**src/rtl/sdseq_pkg.sv**
```systemverilog
package sdseq_pkg;

    // Strobe pattern {cs_n, ras_n, cas_n, we_n}
    typedef enum logic [3:0] {
        CMD_MODE  = 4'b0000,
        CMD_AREF  = 4'b0001,
        CMD_PRECH = 4'b0010,
        CMD_ACTV  = 4'b0011,
        CMD_WRITE = 4'b0100,
        CMD_READ  = 4'b0101,
        CMD_NOP   = 4'b0111
    } cmd_e;

    typedef enum logic [1:0] {
        OP_RD   = 2'd0,
        OP_WR   = 2'd1,
        OP_REF  = 2'd2,
        OP_MODE = 2'd3
    } op_e;

    typedef enum logic [3:0] {
        ST_BOOT,
        ST_BOOT_PALL,
        ST_BOOT_REF1,
        ST_BOOT_REF2,
        ST_BOOT_MODE,
        ST_IDLE,
        ST_PRE,
        ST_ACT,
        ST_COL,
        ST_PALL,
        ST_REF,
        ST_MODE
    } state_e;

    // Round a time in ns up to whole clock cycles of period ps
    function automatic int ns_to_cyc(input int ns, input int ps);
        return (ns * 1000 + ps - 1) / ps;
    endfunction

endpackage

```
**src/rtl/sd_gap_timer.sv**
```systemverilog
module sd_gap_timer #(
    parameter int W       = 4,
    parameter int RST_VAL = 0
) (
    input  logic         clk,
    input  logic         rst_n,
    input  logic         load,
    input  logic [W-1:0] gap,
    output logic         zero
);
    logic [W-1:0] cnt;
    logic [W-1:0] dec;
    logic [W-1:0] want;

    always_comb begin
        dec  = (cnt == '0) ? '0 : cnt - 1'b1;
        want = (gap == '0) ? '0 : gap - 1'b1;
    end

    // A load only ever lengthens the remaining wait
    always_ff @(posedge clk or negedge rst_n) begin
        if (!rst_n)
            cnt <= W'(RST_VAL);
        else if (load && (want > dec))
            cnt <= want;
        else
            cnt <= dec;
    end

    assign zero = (cnt == '0);

    assert_load_holds_R6: assert property (@(posedge clk) disable iff (!rst_n)
        (load && gap > W'(1)) |=> !zero);

endmodule

```
**src/rtl/sd_bank_rows.sv**
```systemverilog
module sd_bank_rows #(
    parameter int BANKS = 4,
    parameter int ROW_W = 11,
    localparam int BA_W = $clog2(BANKS)
) (
    input  logic             clk,
    input  logic             rst_n,
    input  logic             act_en,
    input  logic [BA_W-1:0]  act_bank,
    input  logic [ROW_W-1:0] act_row,
    input  logic             close_en,
    input  logic [BA_W-1:0]  close_bank,
    input  logic             close_all,
    input  logic [BA_W-1:0]  q_bank,
    input  logic [ROW_W-1:0] q_row,
    output logic             q_open,
    output logic             q_hit,
    output logic [BANKS-1:0] open_mask
);
    logic [BANKS-1:0] open_q;
    logic [ROW_W-1:0] row_q [BANKS];

    for (genvar b = 0; b < BANKS; b++) begin : g_bank
        always_ff @(posedge clk or negedge rst_n) begin
            if (!rst_n) begin
                open_q[b] <= 1'b0;
                row_q[b]  <= '0;
            end else if (act_en && act_bank == BA_W'(b)) begin
                open_q[b] <= 1'b1;
                row_q[b]  <= act_row;
            end else if (close_all || (close_en && close_bank == BA_W'(b))) begin
                open_q[b] <= 1'b0;
            end
        end
    end

    always_comb begin
        q_open = open_q[q_bank];
        q_hit  = open_q[q_bank] && (row_q[q_bank] == q_row);
    end

    assign open_mask = open_q;

    assert_act_closed_R4: assert property (@(posedge clk) disable iff (!rst_n)
        act_en |-> !open_q[act_bank]);
    assert_close_open_R4: assert property (@(posedge clk) disable iff (!rst_n)
        close_en |-> open_q[close_bank]);

endmodule

```
**src/rtl/sd_refresh_tick.sv**
```systemverilog
module sd_refresh_tick #(
    parameter int PERIOD = 1953,
    localparam int PW    = $clog2(PERIOD + 1)
) (
    input  logic clk,
    input  logic rst_n,
    input  logic restart,
    output logic pending
);
    logic [PW-1:0] cnt;

    always_ff @(posedge clk or negedge rst_n) begin
        if (!rst_n) begin
            cnt     <= PW'(PERIOD - 1);
            pending <= 1'b0;
        end else if (restart) begin
            cnt     <= PW'(PERIOD - 1);
            pending <= 1'b0;
        end else if (cnt == '0) begin
            cnt     <= PW'(PERIOD - 1);
            pending <= 1'b1;
        end else begin
            cnt <= cnt - 1'b1;
        end
    end

    assert_pending_hold_R9: assert property (@(posedge clk) disable iff (!rst_n)
        (pending && !restart) |=> pending);
    assert_restart_clears_R9: assert property (@(posedge clk) disable iff (!rst_n)
        restart |=> !pending);

endmodule

```
**src/rtl/sdram_cmd_seq.sv**
```systemverilog
module sdram_cmd_seq
    import sdseq_pkg::*;
#(
    parameter int          CLK_PS        = 8000,
    parameter int          T_RCD_NS      = 20,
    parameter int          T_RP_NS       = 20,
    parameter int          T_RC_NS       = 63,
    parameter int          T_RAS_NS      = 42,
    parameter int          T_RRD_NS      = 14,
    parameter int          T_MRD_CYC     = 2,
    parameter int          BURST_CYC     = 4,
    parameter int          REF_WINDOW_NS = 64_000_000,
    parameter int          REF_ROWS      = 4096,
    parameter int          INIT_NS       = 100_000,
    parameter int          BANKS         = 4,
    parameter int          ROW_W         = 11,
    parameter int          COL_W         = 8,
    parameter logic [10:0] INIT_MODE     = 11'h032
) (
    input  logic             clk,
    input  logic             rst_n,
    input  logic             req_valid,
    output logic             req_ready,
    input  logic [1:0]       req_op,
    input  logic [1:0]       req_bank,
    input  logic [ROW_W-1:0] req_row,
    input  logic [COL_W-1:0] req_col,
    input  logic             req_ap,
    output logic             cmd_cs_n,
    output logic             cmd_ras_n,
    output logic             cmd_cas_n,
    output logic             cmd_we_n,
    output logic [1:0]       cmd_ba,
    output logic [ROW_W-1:0] cmd_addr
);
    localparam int BA_W     = $clog2(BANKS);
    localparam int AP_BIT   = 10;
    localparam int T_RCD    = ns_to_cyc(T_RCD_NS, CLK_PS);
    localparam int T_RP     = ns_to_cyc(T_RP_NS, CLK_PS);
    localparam int T_RC     = ns_to_cyc(T_RC_NS, CLK_PS);
    localparam int T_RAS    = ns_to_cyc(T_RAS_NS, CLK_PS);
    localparam int T_RRD    = ns_to_cyc(T_RRD_NS, CLK_PS);
    localparam int INIT_CYC = ns_to_cyc(INIT_NS, CLK_PS);
    localparam int REF_CYC  = ((REF_WINDOW_NS / REF_ROWS) * 1000) / CLK_PS;
    localparam int AP_GAP   = T_RAS + BURST_CYC + T_RP;
    localparam int MAX_GAP  = AP_GAP + T_RC + T_MRD_CYC;
    localparam int TW       = $clog2(MAX_GAP + 1);
    localparam int IW       = $clog2(INIT_CYC + 2);

    state_e state, state_nx;
    cmd_e   cmd;
    logic   go;

    // Accepted request
    op_e              r_op;
    logic [BA_W-1:0]  r_bank;
    logic [ROW_W-1:0] r_row;
    logic [COL_W-1:0] r_col;
    logic             r_ap;

    // Timer and bank status
    logic [BANKS-1:0] act_zero, col_zero, pre_zero;
    logic [BANKS-1:0] open_mask;
    logic             rrd_zero, busy_zero, boot_zero;
    logic             q_open, q_hit;
    logic             ref_pending;
    logic             all_act_ok, all_pre_ok, accept;

    // Issue strobes
    logic iss_act, iss_pre, iss_pall, iss_col, iss_ref, iss_mode;

    assign all_act_ok = &act_zero;
    assign all_pre_ok = &(pre_zero | ~open_mask);
    assign req_ready  = (state == ST_IDLE) && !ref_pending;
    assign accept     = req_valid && req_ready;

    // ---------------- state register ----------------
    always_ff @(posedge clk or negedge rst_n) begin
        if (!rst_n)
            state <= ST_BOOT;
        else
            state <= state_nx;
    end

    // ---------------- request register ----------------
    always_ff @(posedge clk or negedge rst_n) begin
        if (!rst_n) begin
            r_op   <= OP_RD;
            r_bank <= '0;
            r_row  <= '0;
            r_col  <= '0;
            r_ap   <= 1'b0;
        end else if (state == ST_IDLE) begin
            if (ref_pending) begin
                r_op <= OP_REF;
            end else if (accept) begin
                r_op   <= op_e'(req_op);
                r_bank <= req_bank;
                r_row  <= req_row;
                r_col  <= req_col;
                r_ap   <= req_ap;
            end
        end
    end

    // ---------------- command outputs ----------------
    always_comb begin
        cmd      = CMD_NOP;
        cmd_ba   = '0;
        cmd_addr = '0;
        go       = 1'b0;
        unique case (state)
            ST_BOOT: ;
            ST_IDLE: ;
            ST_BOOT_PALL, ST_PALL: begin
                go = busy_zero && all_pre_ok;
                if (go) begin
                    cmd              = CMD_PRECH;
                    cmd_addr[AP_BIT] = 1'b1;
                end
            end
            ST_BOOT_REF1, ST_BOOT_REF2, ST_REF: begin
                go = busy_zero && all_act_ok;
                if (go) cmd = CMD_AREF;
            end
            ST_BOOT_MODE: begin
                go = busy_zero && all_act_ok;
                if (go) begin
                    cmd      = CMD_MODE;
                    cmd_addr = ROW_W'(INIT_MODE);
                end
            end
            ST_MODE: begin
                go = busy_zero && all_act_ok;
                if (go) begin
                    cmd      = CMD_MODE;
                    cmd_addr = r_row;
                end
            end
            ST_PRE: begin
                go = busy_zero && pre_zero[r_bank];
                if (go) begin
                    cmd    = CMD_PRECH;
                    cmd_ba = r_bank;
                end
            end
            ST_ACT: begin
                go = busy_zero && act_zero[r_bank] && rrd_zero;
                if (go) begin
                    cmd      = CMD_ACTV;
                    cmd_ba   = r_bank;
                    cmd_addr = r_row;
                end
            end
            ST_COL: begin
                go = busy_zero && col_zero[r_bank];
                if (go) begin
                    cmd                = (r_op == OP_WR) ? CMD_WRITE : CMD_READ;
                    cmd_ba             = r_bank;
                    cmd_addr[COL_W-1:0] = r_col;
                    cmd_addr[AP_BIT]   = r_ap;
                end
            end
        endcase
    end

    assign {cmd_cs_n, cmd_ras_n, cmd_cas_n, cmd_we_n} = cmd;

    // ---------------- next state ----------------
    always_comb begin
        state_nx = state;
        unique case (state)
            ST_BOOT:      if (boot_zero) state_nx = ST_BOOT_PALL;
            ST_BOOT_PALL: if (go) state_nx = ST_BOOT_REF1;
            ST_BOOT_REF1: if (go) state_nx = ST_BOOT_REF2;
            ST_BOOT_REF2: if (go) state_nx = ST_BOOT_MODE;
            ST_BOOT_MODE: if (go) state_nx = ST_IDLE;
            ST_IDLE: begin
                if (ref_pending) begin
                    state_nx = (|open_mask) ? ST_PALL : ST_REF;
                end else if (accept) begin
                    unique case (op_e'(req_op))
                        OP_RD, OP_WR: state_nx = q_hit ? ST_COL : (q_open ? ST_PRE : ST_ACT);
                        OP_REF:       state_nx = (|open_mask) ? ST_PALL : ST_REF;
                        OP_MODE:      state_nx = (|open_mask) ? ST_PALL : ST_MODE;
                    endcase
                end
            end
            ST_PRE:  if (go) state_nx = ST_ACT;
            ST_ACT:  if (go) state_nx = ST_COL;
            ST_COL:  if (go) state_nx = ST_IDLE;
            ST_PALL: if (go) state_nx = (r_op == OP_MODE) ? ST_MODE : ST_REF;
            ST_REF:  if (go) state_nx = ST_IDLE;
            ST_MODE: if (go) state_nx = ST_IDLE;
        endcase
    end

    always_comb begin
        iss_act  = go && (state == ST_ACT);
        iss_pre  = go && (state == ST_PRE);
        iss_pall = go && (state == ST_PALL || state == ST_BOOT_PALL);
        iss_col  = go && (state == ST_COL);
        iss_ref  = go && (state == ST_REF || state == ST_BOOT_REF1 || state == ST_BOOT_REF2);
        iss_mode = go && (state == ST_MODE || state == ST_BOOT_MODE);
    end

    // ---------------- per-bank spacing counters ----------------
    for (genvar b = 0; b < BANKS; b++) begin : g_tim
        logic          sel;
        logic          act_ld, col_ld, pre_ld;
        logic [TW-1:0] act_gap, col_gap, pre_gap;

        always_comb begin
            sel     = (r_bank == BA_W'(b));
            act_ld  = 1'b0;
            act_gap = TW'(1);
            col_ld  = iss_act && sel;
            col_gap = TW'(T_RCD);
            pre_ld  = 1'b0;
            pre_gap = TW'(1);
            if (iss_act && sel) begin
                act_ld  = 1'b1;
                act_gap = TW'(T_RC);
                pre_ld  = 1'b1;
                pre_gap = TW'(T_RAS);
            end else if ((iss_pre && sel) || iss_pall) begin
                act_ld  = 1'b1;
                act_gap = TW'(T_RP);
            end else if (iss_col && sel) begin
                pre_ld  = 1'b1;
                pre_gap = TW'(BURST_CYC);
                act_ld  = r_ap;
                act_gap = TW'(AP_GAP);
            end else if (iss_ref) begin
                act_ld  = 1'b1;
                act_gap = TW'(T_RC);
            end
        end

        sd_gap_timer #(.W(TW), .RST_VAL(0)) u_act (
            .clk(clk), .rst_n(rst_n), .load(act_ld), .gap(act_gap), .zero(act_zero[b]));
        sd_gap_timer #(.W(TW), .RST_VAL(0)) u_col (
            .clk(clk), .rst_n(rst_n), .load(col_ld), .gap(col_gap), .zero(col_zero[b]));
        sd_gap_timer #(.W(TW), .RST_VAL(0)) u_pre (
            .clk(clk), .rst_n(rst_n), .load(pre_ld), .gap(pre_gap), .zero(pre_zero[b]));
    end

    // ---------------- global counters ----------------
    logic          busy_ld;
    logic [TW-1:0] busy_gap;

    always_comb begin
        busy_ld  = iss_ref || iss_mode;
        busy_gap = iss_ref ? TW'(T_RC) : TW'(T_MRD_CYC);
    end

    sd_gap_timer #(.W(TW), .RST_VAL(0)) u_rrd (
        .clk(clk), .rst_n(rst_n), .load(iss_act), .gap(TW'(T_RRD)), .zero(rrd_zero));
    sd_gap_timer #(.W(TW), .RST_VAL(0)) u_busy (
        .clk(clk), .rst_n(rst_n), .load(busy_ld), .gap(busy_gap), .zero(busy_zero));
    sd_gap_timer #(.W(IW), .RST_VAL(INIT_CYC)) u_boot (
        .clk(clk), .rst_n(rst_n), .load(1'b0), .gap(IW'(1)), .zero(boot_zero));

    sd_bank_rows #(.BANKS(BANKS), .ROW_W(ROW_W)) u_rows (
        .clk        (clk),
        .rst_n      (rst_n),
        .act_en     (iss_act),
        .act_bank   (r_bank),
        .act_row    (r_row),
        .close_en   (iss_pre || (iss_col && r_ap)),
        .close_bank (r_bank),
        .close_all  (iss_pall),
        .q_bank     (req_bank),
        .q_row      (req_row),
        .q_open     (q_open),
        .q_hit      (q_hit),
        .open_mask  (open_mask)
    );

    sd_refresh_tick #(.PERIOD(REF_CYC)) u_tick (
        .clk(clk), .rst_n(rst_n), .restart(iss_ref), .pending(ref_pending));

    // ---------------- assertions ----------------
    assert_ready_nop_R3: assert property (@(posedge clk) disable iff (!rst_n)
        req_ready |-> (cmd == CMD_NOP));
    assert_ref_closed_R8: assert property (@(posedge clk) disable iff (!rst_n)
        (cmd == CMD_AREF) |-> (open_mask == '0));

    if (T_RCD >= 2) begin : g_rcd_chk
        assert_act_col_gap_R6: assert property (@(posedge clk) disable iff (!rst_n)
            (cmd == CMD_ACTV) |=> !(cmd == CMD_READ || cmd == CMD_WRITE));
    end
    if (T_MRD_CYC >= 2) begin : g_mrd_chk
        assert_mode_gap_R7: assert property (@(posedge clk) disable iff (!rst_n)
            (cmd == CMD_MODE) |=> (cmd == CMD_NOP));
    end

endmodule

```
**config.mk**
```make
export PLATFORM = sky130hd
export DESIGN_NAME = sdram_cmd_seq
export DESIGN_NICKNAME = d
export VERILOG_FILES = /design/src/rtl/sdseq_pkg.sv /design/src/rtl/sd_gap_timer.sv /design/src/rtl/sd_bank_rows.sv /design/src/rtl/sd_refresh_tick.sv /design/src/rtl/sdram_cmd_seq.sv
export SDC_FILE = /design/constraint.sdc
export NUM_CORES = 1
export LEC_CHECK = 0
export ABC_CLOCK_PERIOD_IN_PS = 5800
export BUFFER_PORTS_ARGS = -buffer_cell sky130_fd_sc_hd__clkbuf_2
export CAP_MARGIN = 20
export CORE_UTILIZATION = 50
export DETAILED_ROUTE_END_ITERATION = 12
export HOLD_SLACK_MARGIN = 0.08
export PLACE_DENSITY = 0.74
export SLEW_MARGIN = 20
export SYNTH_ARGS = -nofsm -noshare
export SYNTH_HDL_FRONTEND = slang
export SYNTH_SLANG_ARGS = --single-unit
```
**constraint.sdc**
```tcl
create_clock -name clk -period 5.8 [get_ports clk]
set_clock_uncertainty 0.2 [all_clocks]
set_input_delay 0 -clock clk [delete_from_list [all_inputs] [get_ports clk]]
set_output_delay 0 -clock clk [all_outputs]
set_load 0.01 [all_outputs]
```
**Yosys cells after proc, flatten, opt, wreduce, memory -nomap -nowiden**

Cells that the tools add are included.

- Bits in registers: 172
- Word-level logic and storage cells: 366

- $add $sub $neg: 25
- Order comparisons: 17
- Equal/unequal tests: 29
- Mux-type cells: 153
- Bitwise gates (word level): 4
- Reduce and logical (&&, ||, !) cells: 107

Operators with widths:

| cell | number |
|---|---|
| $mux W5 | 43 |
| $logic_not A5 Y1 | 23 |
| $sub A5 B1 Y5 const B | 16 |
| $mux W4 | 19 |
| $mux W11 | 6 |
| $mux W3 | 17 |
| $logic_and A1 B1 Y1 | 46 |
| $gt A5 B5 Y1 | 9 |
| $mux W1 | 44 |
| $pmux W4 S9 | 1 |
| $pmux W8 S4 | 1 |
| $pmux W4 S6 | 1 |
| $bmux W11 S2 | 1 |
| $gt A2 B5 Y1 const A | 4 |
| $eq A4 B3 Y1 const B | 4 |
| $eq A4 B4 Y1 const B | 4 |
| $mux W2 | 8 |
| $sub A3 B1 Y4 const B | 4 |
| $sub A4 B1 Y5 const B | 3 |
| $logic_not A14 Y1 | 1 |
| $logic_or A1 B1 Y1 | 14 |
| $mux W14 | 1 |
| $ne A2 B2 Y1 const B | 7 |
| $sub A14 B1 Y14 const B | 1 |
| other kinds (34) | 57 |

**Depth between registers and ports, before layout**

Gate-level depths: netlist (run 1).

- Word-level depth: 16
- Gate-level depth with buffers: 20

**Hierarchy**

Synthesis (run 1) repeated with hierarchy kept, for this count alone.

- Cells, all modules: 1438
- Area total of the unflattened synthesis: 13311.5 um2

Modules (own cells, without submodules):

| module | instances | cells each | area each (um2) | seq. area each (um2) |
|---|---|---|---|---|
| sd_gap_timer (g_tim[0].u_act ...) | 13 | 58 | 479.2 | 125.1 |
| sd_bank_rows | 1 | 164 | 2357.3 | 1201.2 |
| sdram_cmd_seq | 1 | 228 | 2107.0 | 700.7 |
| sd_gap_timer (u_boot) | 1 | 179 | 1522.7 | 357.8 |
| sd_refresh_tick | 1 | 55 | 609.3 | 306.5 |
| sd_gap_timer (g_tim[3].u_col) | 1 | 58 | 485.5 | 125.1 |

**Worst setup path before layout (run 1)**

No wires, ideal clock.

- Kind: reg-to-reg
- Start point: register g_tim[1].u_pre.cnt[0]
- End point: register g_tim[0].u_act.cnt[1]
- Setup time: 128 ps
- Data arrival time: 3899 ps
- Data required time: 5472 ps
- Slack: 1573 ps
- Cell stages (with the launch flop): 19
- Period minus slack after synthesis: 4227 ps
- Cells stage by stage: dfrtp_1 > inv_1 > ha_1 > or4b_1 > buf_2 > a2111oi_4 > nand3_1 > and2_4 > a31o_1 > buf_6 > o211ai_1 > ha_1 > nor2b_1 > o21a_1 > o21a_1 > o21a_1 > o22ai_1 > a31oi_4 > mux2_1

- Cells in the longest elaborated chain, start to end: 15
- Elaborated cells between the ends (all ways): 31
- Classes of those cells: add/sub: 1; order compare: 1; mux: 13; bitwise: 1; reduce/logical: 15

RTL lines:

| what | line | source |
|---|---|---|
| start, declared | sd_gap_timer.sv:11 | `logic [W-1:0] cnt;` |
| start signal, assigned | sd_gap_timer.sv:23 | `cnt <= W'(RST_VAL);` |
| start signal, assigned | sd_gap_timer.sv:25 | `cnt <= want;` |
| $logic_not A5 Y1 * | sd_gap_timer.sv:30 | `assign zero = (cnt == '0);` |
| $bmux W1 S2 or $or A4 B4 Y4 (tied branches) | sdram_cmd_seq.sv:141, sdram_cmd_seq.sv:73 |  |
| $mux W1 (implied by the code) or $reduce_and A4 Y1 (tied branches) | sdram_cmd_seq.sv:141, sdram_cmd_seq.sv:73 |  |
| $logic_and A1 B1 Y1, on equally long branches | sdram_cmd_seq.sv:141, sdram_cmd_seq.sv:116 |  |
| $pmux W1 S5 * | sdram_cmd_seq.sv:112 | `unique case (state)` |
| $logic_and A1 B1 Y1, on equally long branches | sdram_cmd_seq.sv:203, sdram_cmd_seq.sv:200, sdram_cmd_seq.sv:202 |  |
| $mux W4, or another cell as far along | sdram_cmd_seq.sv:234 | `end else if (iss_ref) begin` |
| $mux W5 or $logic_or A1 B1 Y1 (tied branches) | sdram_cmd_seq.sv:229, sdram_cmd_seq.sv:226 |  |
| $mux W5 | sdram_cmd_seq.sv:226 | `end else if ((iss_pre && sel) \|\| iss_pall) begin` |
| $mux W5 | sdram_cmd_seq.sv:221 | `if (iss_act && sel) begin` |
| $sub A5 B1 Y5 or $logic_not A5 Y1 (tied branches) | sd_gap_timer.sv:17 | `want = (gap == '0) ? '0 : gap - 1'b1;` |
| $mux W5 | sd_gap_timer.sv:17 |  |
| $gt A5 B5 Y1 | sd_gap_timer.sv:24 | `else if (load && (want > dec))` |
| $logic_and A1 B1 Y1 | sd_gap_timer.sv:24 |  |
| $mux W5 * | sd_gap_timer.sv:24 |  |
| end signal, assigned | sd_gap_timer.sv:23 |  |
| end signal, assigned | sd_gap_timer.sv:25 |  |
| end, declared | sd_gap_timer.sv:11 |  |

Mark *: on every way between the ends. The rest lies on a longest branch, timed or not. The select of a mux whose other input is x is not followed.
A chain may end at the register's enable or synchronous reset.

**Worst setup path after layout (run 1)**

- Start point: register g_tim[2].u_pre.cnt[0]
- End point: register g_tim[2].u_act.cnt[2]

- Cells in the longest elaborated chain, start to end: 15
- Elaborated cells between the ends (all ways): 31
- Classes of those cells: add/sub: 1; order compare: 1; mux: 13; bitwise: 1; reduce/logical: 15

RTL lines:

| what | line |
|---|---|
| start, declared | sd_gap_timer.sv:11 |
| start signal, assigned | sd_gap_timer.sv:23 |
| start signal, assigned | sd_gap_timer.sv:25 |
| $logic_not A5 Y1 * | sd_gap_timer.sv:30 |
| $bmux W1 S2 or $or A4 B4 Y4 (tied branches) | sdram_cmd_seq.sv:141, sdram_cmd_seq.sv:73 |
| $mux W1 (implied by the code) or $reduce_and A4 Y1 (tied branches) | sdram_cmd_seq.sv:141, sdram_cmd_seq.sv:73 |
| $logic_and A1 B1 Y1, on equally long branches | sdram_cmd_seq.sv:141, sdram_cmd_seq.sv:116 |
| $pmux W1 S5 * | sdram_cmd_seq.sv:112 |
| $logic_and A1 B1 Y1, on equally long branches | sdram_cmd_seq.sv:203, sdram_cmd_seq.sv:200, sdram_cmd_seq.sv:202 |
| $mux W4, or another cell as far along | sdram_cmd_seq.sv:234 |
| $mux W4 or $logic_or A1 B1 Y1 (tied branches) | sdram_cmd_seq.sv:229, sdram_cmd_seq.sv:226 |
| $mux W4 | sdram_cmd_seq.sv:226 |
| $mux W4 | sdram_cmd_seq.sv:221 |
| $sub A4 B1 Y5 or $logic_not A5 Y1 (tied branches) | sd_gap_timer.sv:17 |
| $mux W5 | sd_gap_timer.sv:17 |
| $gt A5 B5 Y1 | sd_gap_timer.sv:24 |
| $logic_and A1 B1 Y1 | sd_gap_timer.sv:24 |
| $mux W5 * | sd_gap_timer.sv:24 |
| end signal, assigned | sd_gap_timer.sv:23 |
| end signal, assigned | sd_gap_timer.sv:25 |
| end, declared | sd_gap_timer.sv:11 |

Marked as above.

==> impl_metrics.csv, run 1 <==
group,metric,value,unit
critical_path,r2r_cells,17,
route,route.met3.wl,1760,um
place,io_buffers,43,
clocking,clock_latency,450,ps
final_layout,fill_cells,1775,
final_layout,drive_gt1_share,14.0,%
min_path,min_path_cells,2,
timing,setup_viol,0,
route,ant_nets,0,
route,drt_iter0_markers,669,
route,top_layer,"met4",
route,routed_via_density,5.80,
global_routing,antenna_found_initial,0,
pwr,ir_drop,226,uV
final_layout,area_delta_synth_final,13.9,%
yosys,synthTopCellsByArea,"dfrtp_1 (38%), ha_1 (8.6%), nand2_1 (7.8%)",
yosys,synthCells,1154,
timing,tns,0,ps
final_layout,multi_input_area,0.00596,mm2
pwr,p_per_area,456,mW/mm2
floorplanning,dieArea,0.0219,mm2
critical_path,path_class,"flop to flop",
final_layout,insertedDiodeCount,0,
route,wl_met2,12300,um
route,wl_met1,11600,um
clocking,clkTransAtPathRegs,70,ps
critical_path,r2r_start,"g_tim[2].u_pre.cnt[0]",
yosys,async_flop_share,100,%
final_layout,regArea,0.00432,mm2
critical_path,cp.arrival,5220,ps
floorplanning,num_io_pins,45,
clocking,postCtsSetupBuffers,0,
clocking,root_buffer,"clkbuf_16",
clocking,cts_max_path_buffers,2,
yosys,ys_warn_count,0,
route,finalWirelength,26200,um
yosys,syn-cell-area,0.0106,mm2
yosys,synth.distinct_cells,78,
final_layout,stdcell_count,1514,
clocking,cts_tree,"yes",
place,dpl.hpwl,18300,um
status,outcome,"finished clean",
timing,max_freq,198,MHz
global_routing,grt.total_usage,25.4,%
floorplanning,die_h,148,um
min_path,hold_path.class,"input pin to flop",
timing,timing.slew.headroom,24.4,%
timing,min_period,5060,ps
yosys,synth_edf_count,0,
clocking,cts_buffers,17,
timing,drv_slew,0,
place,placed_cells,1453,
global_routing,grt_pass1_vias,8679,
critical_path,cp_max_fo,11,
global_routing,gr-total-overflow,0,
critical_path,cp_data_required_time,5960,ps
floorplanning,core,0.0206,mm2
timing,fin_crit_sh,87.2,%
run,drv_cap,0,
final_layout,nets,1331,
floorplanning,die_x,148,um
critical_path,end_kind,"flop",
yosys,avgSynthCellArea,9.21,um2
floorplanning,num_rows,52,
route,num_vias,8787,
global_routing,grt_max_degree,84,
yosys,synth_top_area_cell,"dfrtp_1",
critical_path,startpoint,"g_tim[2].u_pre.cnt[0]",
timing,rsz0062_at_grt,"false",
min_path,hold_end,"r_bank[0]",
route,wl_per_cell,17.3,um
timing,worst_pin_slew,1130,ps
floorplanning,initial_core_util,51.7,%
route,drc,0,
min_path,hp-start,"req_bank[0]",
place,routabilityCongestion,0.957,
critical_path,cpPeakStageDelay,580,ps
yosys,synth_top_cell_area_share,37.9,%
timing,hold_viol,0,
critical_path,worst_r2r_endpoint,"g_tim[2].u_act.cnt[2]",
yosys,ys_seq_area_share,40.6,%
critical_path,cp_slowest_cell,"a31o_1",
critical_path,reg2reg_slack,740,ps
global_routing,grt_pass1_wl,43400,um
pwr,p_leak,5.83,nW
yosys,synth-main-ff-cell,"dfrtp_1",
critical_path,path_cells,"inv_1 > ha_1 > or4b_1 > a222oi_1 > nand3_1 > a31o_1 > clkinv_8 > nor3_1 > inv_1 > ha_1 > nor2b_1 > o21ai_0 > a21oi_1 > o21a_1 > o22ai_1 > o31ai_1 > a22oi_1",
yosys,ys_ff_latch,172,
clocking,cts_max_level,4,
route,dr.pass1.iters,7,
clocking,cts.sinks,172,
critical_path,cp-start-kind,"flop",
placed cells by master (no fill, tap or decap), drive strengths merged, types with 15 or more instances in the layout:
cell type,netlist,layout
inv,59,66
ha,73,73
xnor2,27,27
nor2,108,108
dfrtp,161,161
xor2,22,22
nand2b,17,17
nor3,40,40
mux2,26,26
o21ai,39,39
a21oi,41,41
nand3,21,21
nand2,220,220
dlygate4sd3,0,28
o21a,24,24
clkbuf,21,59
nor2b,17,17
o22ai,18,18
mux2i,15,15
buf,18,15
nor4,18,18
how the worst max path moves through the flow:
| stage | end | slack, ps |
|---|---|---|
| 2_1_floorplan | g_tim[0].u_act.cnt[1] | 1570 |
| 3_3_place_gp | g_tim[0].u_act.cnt[1] | 980 |
| 3_5_place_dp | g_tim[2].u_act.cnt[2] | 810 |
| 4_1_cts | g_tim[2].u_act.cnt[2] | 790 |
| 5_1_grt | g_tim[2].u_act.cnt[2] | 410 |
| 6_report | g_tim[2].u_act.cnt[2] | 740 |
logic make-up (layout without fill, tap and decap cells):
family                   count (synthesis)  count (layout)  synth area share (%)
multiplexers                            51              51                  6.28
flip-flops                             172             172                  40.6
XOR/XNOR                                49              49                  4.04
AO/OA/AOI/OAI                          200             200                  13.2
buffers and inverters                   99             177                  3.84
adder cells (fa/ha/maj)                 73              73                  8.59
AND/OR/NAND/NOR                        509             509                  23.5
other                                    1              13                0.0353
cell usage after synthesis, drive strengths merged, types with 3 or more instances:
library cell	instances
and2	8
a22o	6
a211oi	6
nand4	4
ha	73
nor2	108
o31ai	7
nor2b	17
or3	11
and3	5
nor3	40
xor2	22
xnor2	27
nand2b	17
a21oi	41
o211ai	8
nor4	18
mux4	10
nand3	21
o21bai	9
buf	18
a22oi	7
o21a	24
mux2i	15
clkbuf	21
nor4b	13
dfrtp	161
o21ai	39
nand3b	5
o22ai	18
mux2	26
a221o	5
nand2	220
a222oi	4
a31oi	6
a21o	3
dfstp	11
inv	59
or4	4
or4b	14
repair_timing:
action / CTS / global route
gates resized for setup: 0 / 0
endpoints found under the setup margin: 0 / 0
hold endpoints to repair: 113 / 0
hold buffers: 29 / 0
worst max-delay path: cells and delay by family (launching register included):
family                   cells  cell delay (ps)
AO/OA/AOI/OAI                8             2370
adder cells (fa/ha/maj)      2              440
buffers and inverters        3              370
flip-flops                   1              420
AND/OR/NAND/NOR              4             1170
registers in the layout (all words and copies together) (netlist names), 5 cells and up:
name,cells
g_tim.u_act.cnt,20
g_tim.u_col.cnt,20
g_tim.u_pre.cnt,20
r_col,8
r_row,11
u_boot.cnt,14
u_busy.cnt,5
u_rows.row_q,44
u_rrd.cnt,5
u_tick.cnt,11
per-stage QoR:
stage / power [W] / setup slack, ps / util [%] / hold WS (ps) / cell area, um2
2_1_floorplan: 0.00371 / 1570 / - / -496 / 10700
3_3_place_gp: 0.00420 / 981 / 54.3 / -231 / 11200
3_5_place_dp: 0.00428 / 810 / 54.3 / -223 / 11200
4_1_cts: 0.00551 / 793 / 58.9 / 115 / 12100
5_1_grt: 0.00597 / 410 / 58.9 / 135 / 12100
6_report: 0.00552 / 740 / 58.9 / 98.6 / 12100
routing by layer:
| layer | GRT usage (%) | vias up |
|---|---|---|
| met5 | 0 | - |
| met4 | 9.18 | 0 |
| met3 | 4.81 | 49 |
| met2 | 40.5 | 321 |
| met1 | 34.4 | 4219 |
| li1 | - | 4198 |
where the power goes:
group / total (W) / switching (W) / internal [W] / leakage, nW
sequential: 0.00189 / 0.000363 / 0.00152 / 2.22
clock: 0.00119 / 0.000588 / 0.000599 / 0.305
combinational: 0.00245 / 0.00137 / 0.00108 / 3.30
total: 0.00552 / 0.00232 / 0.00320 / 5.83
final cells by class:
cell class                      instances  share of cell area (%)
Multi-Input combinational cell        895                    49.2
Sequential cell                       172                    35.6
Timing Repair Buffer                   85                    5.14
Clock buffer                           17                    3.51
Tap cell                              270                    2.79
Inverter                               60                    1.96
Clock inverter                         15                    1.75
Note: power is estimated with default switching activity, not from simulation.
==> inputs of run 2 (changes only) <==
ABC_CLOCK_PERIOD_IN_PS = 5900   (was 5800)
clock period = 5.9 ns   (was 5.8 ns; I/O delays follow)
==> impl_metrics.csv, run 2 (synthesis gave the netlist of run 1 again) <==
group,metric,value,unit
clocking,cts.sinks,172,
global_routing,gr-total-overflow,0,
floorplanning,num_io_pins,45,
floorplanning,initial_core_util,51.7,%
final_layout,largest_register_ff_count,44,
final_layout,area_delta_synth_final,13.7,%
place,io_buffers,43,
final_layout,regArea,0.00432,mm2
route,num_vias,8897,
final_layout,insertedDiodeCount,0,
final_layout,multi_input_area,0.00596,mm2
route,wl_per_cell,17.5,um
status,outcome,"finished clean",
critical_path,r2r_cells,18,
timing,drv_slew,0,
route,drc,0,
timing,max_freq,191,MHz
critical_path,cp_data_required_time,6050,ps
final_layout,fill_cells,1709,
critical_path,path_class,"flop to flop",
critical_path,end_kind,"flop",
critical_path,r2r_start,"u_busy.cnt[0]",
min_path,min_path_cells,2,
clocking,cts_buffers,17,
clocking,cts-resized-gates,0,
global_routing,grt.total_usage,25.6,%
route,finalWirelength,26500,um
timing,worst_pin_slew,1140,ps
floorplanning,die_h,148,um
clocking,root_buffer,"clkbuf_16",
timing,hold_viol,0,
clocking,cts_max_path_buffers,2,
clocking,clock_latency,440,ps
timing,timing.slew.headroom,23.8,%
min_path,hp-start,"req_bank[0]",
pwr,p_leak,5.82,nW
min_path,hold_path.class,"input pin to flop",
final_layout,nets,1329,
floorplanning,die_x,148,um
final_layout,regMostFlops,"u_rows.row_q",
global_routing,antenna_found_initial,0,
clocking,cts_max_level,4,
floorplanning,num_rows,52,
route,routed_via_density,5.88,
timing,fin_crit_sh,88.8,%
route,ant_nets,0,
clocking,clkTransAtPathRegs,70,ps
floorplanning,dieArea,0.0219,mm2
final_layout,fin_util,58.8,%
pwr,ir_drop,219,uV
final_layout,drive_gt1_share,13.8,%
final_layout,layout_common_cells,"nand2_1 (220), dfrtp_1 (161), nor2_1 (104)",
global_routing,grt_max_degree,84,
timing,min_period,5240,ps
timing,rsz0062_at_grt,"false",
global_routing,grt_pass1_vias,8748,
global_routing,grt_pass1_wl,44100,um
place,routabilityCongestion,0.931,
place,placed_cells,1451,
critical_path,startpoint,"u_busy.cnt[0]",
place,dpl.hpwl,18200,um
timing,tns,0,ps
timing,setup_viol,0,
route,drt_iter0_markers,774,
pwr,p_per_area,450,mW/mm2
critical_path,cp_max_fo,10,
final_layout,stdcell_count,1512,
final_layout,mostFrequentLayoutCell,"nand2_1",
route,dr.pass1.iters,5,
run,drv_cap,0,
clocking,cts_tree,"yes",
critical_path,cp-start-kind,"flop",
floorplanning,core,0.0206,mm2
critical_path,cp.arrival,5390,ps
-- run 2: routing by layer --
| layer | wire, um | track usage (%) | vias to the layer above |
|---|---|---|---|
| met2 | 12700 | 42.2 | 320 |
| met1 | 11500 | 33.8 | 4330 |
| met4 | 658 | 9.90 | 0 |
| met5 | 0 | 0 | - |
| li1 | - | - | 4194 |
| met3 | 1670 | 4.07 | 53 |
-- run 2: area by class of cell --
type,count,share of cell area (%)
clock buffers,17,3.52
multi-input cells,895,49.3
well taps,270,2.79
repair buffers,83,5.09
clock inverters,15,1.63
flip-flops and latches,172,35.7
inverters,60,1.97
-- run 2: final timing paths --
kind,to,slack (ps)
worst max-delay path,g_tim[2].u_act.cnt[2],660
worst min-delay path,r_bank[0],110
worst max register to register,g_tim[2].u_act.cnt[2],660
worst min register to register,g_tim[1].u_col.cnt[0],270
max in group asynchronous,u_rows.row_q[0],4180
min in group asynchronous,u_boot.cnt[7],520
-- run 2: timing repair --
| action | 4_1_cts | 5_1_grt |
|---|---|---|
| hold endpoints to repair | 116 | 0 |
| setup buffers | 0 | 0 |
| hold buffers | 29 | 0 |
| endpoints found under the setup margin | 0 | 0 |
-- run 2: worst max-delay path: stages (launching register included) --
cell,delay [ps]
dfrtp_1,410
inv_1,110
ha_1,200
nor4b_2,600
o211ai_1,330
or4_4,580
and2_4,180
a31o_1,480
clkinv_8,190
nor3_1,90
inv_1,90
ha_1,230
nor2b_1,130
o21ai_0,170
a21oi_1,110
o21a_1,170
o22ai_1,530
o31ai_1,160
a22oi_1,160
-- run 2: metrics by stage --
step	hold WS [ps]	setup WS, ps	cell area, um2	total power (W)
3_5_place_dp	-53.5	848	11200	0.00421
5_1_grt	135	399	12100	0.00588
6_report	108	658	12100	0.00545
4_1_cts	111	763	12100	0.00544
2_1_floorplan	-496	1670	10700	0.00365
3_3_place_gp	-56.5	976	11200	0.00412
-- run 2: report_power, final --
group	internal [W]	total (W)	switching [W]
registers	0.00150	0.00185	0.000355
logic	0.00106	0.00242	0.00136
clock network	0.000615	0.00117	0.000556
total	0.00318	0.00545	0.00227
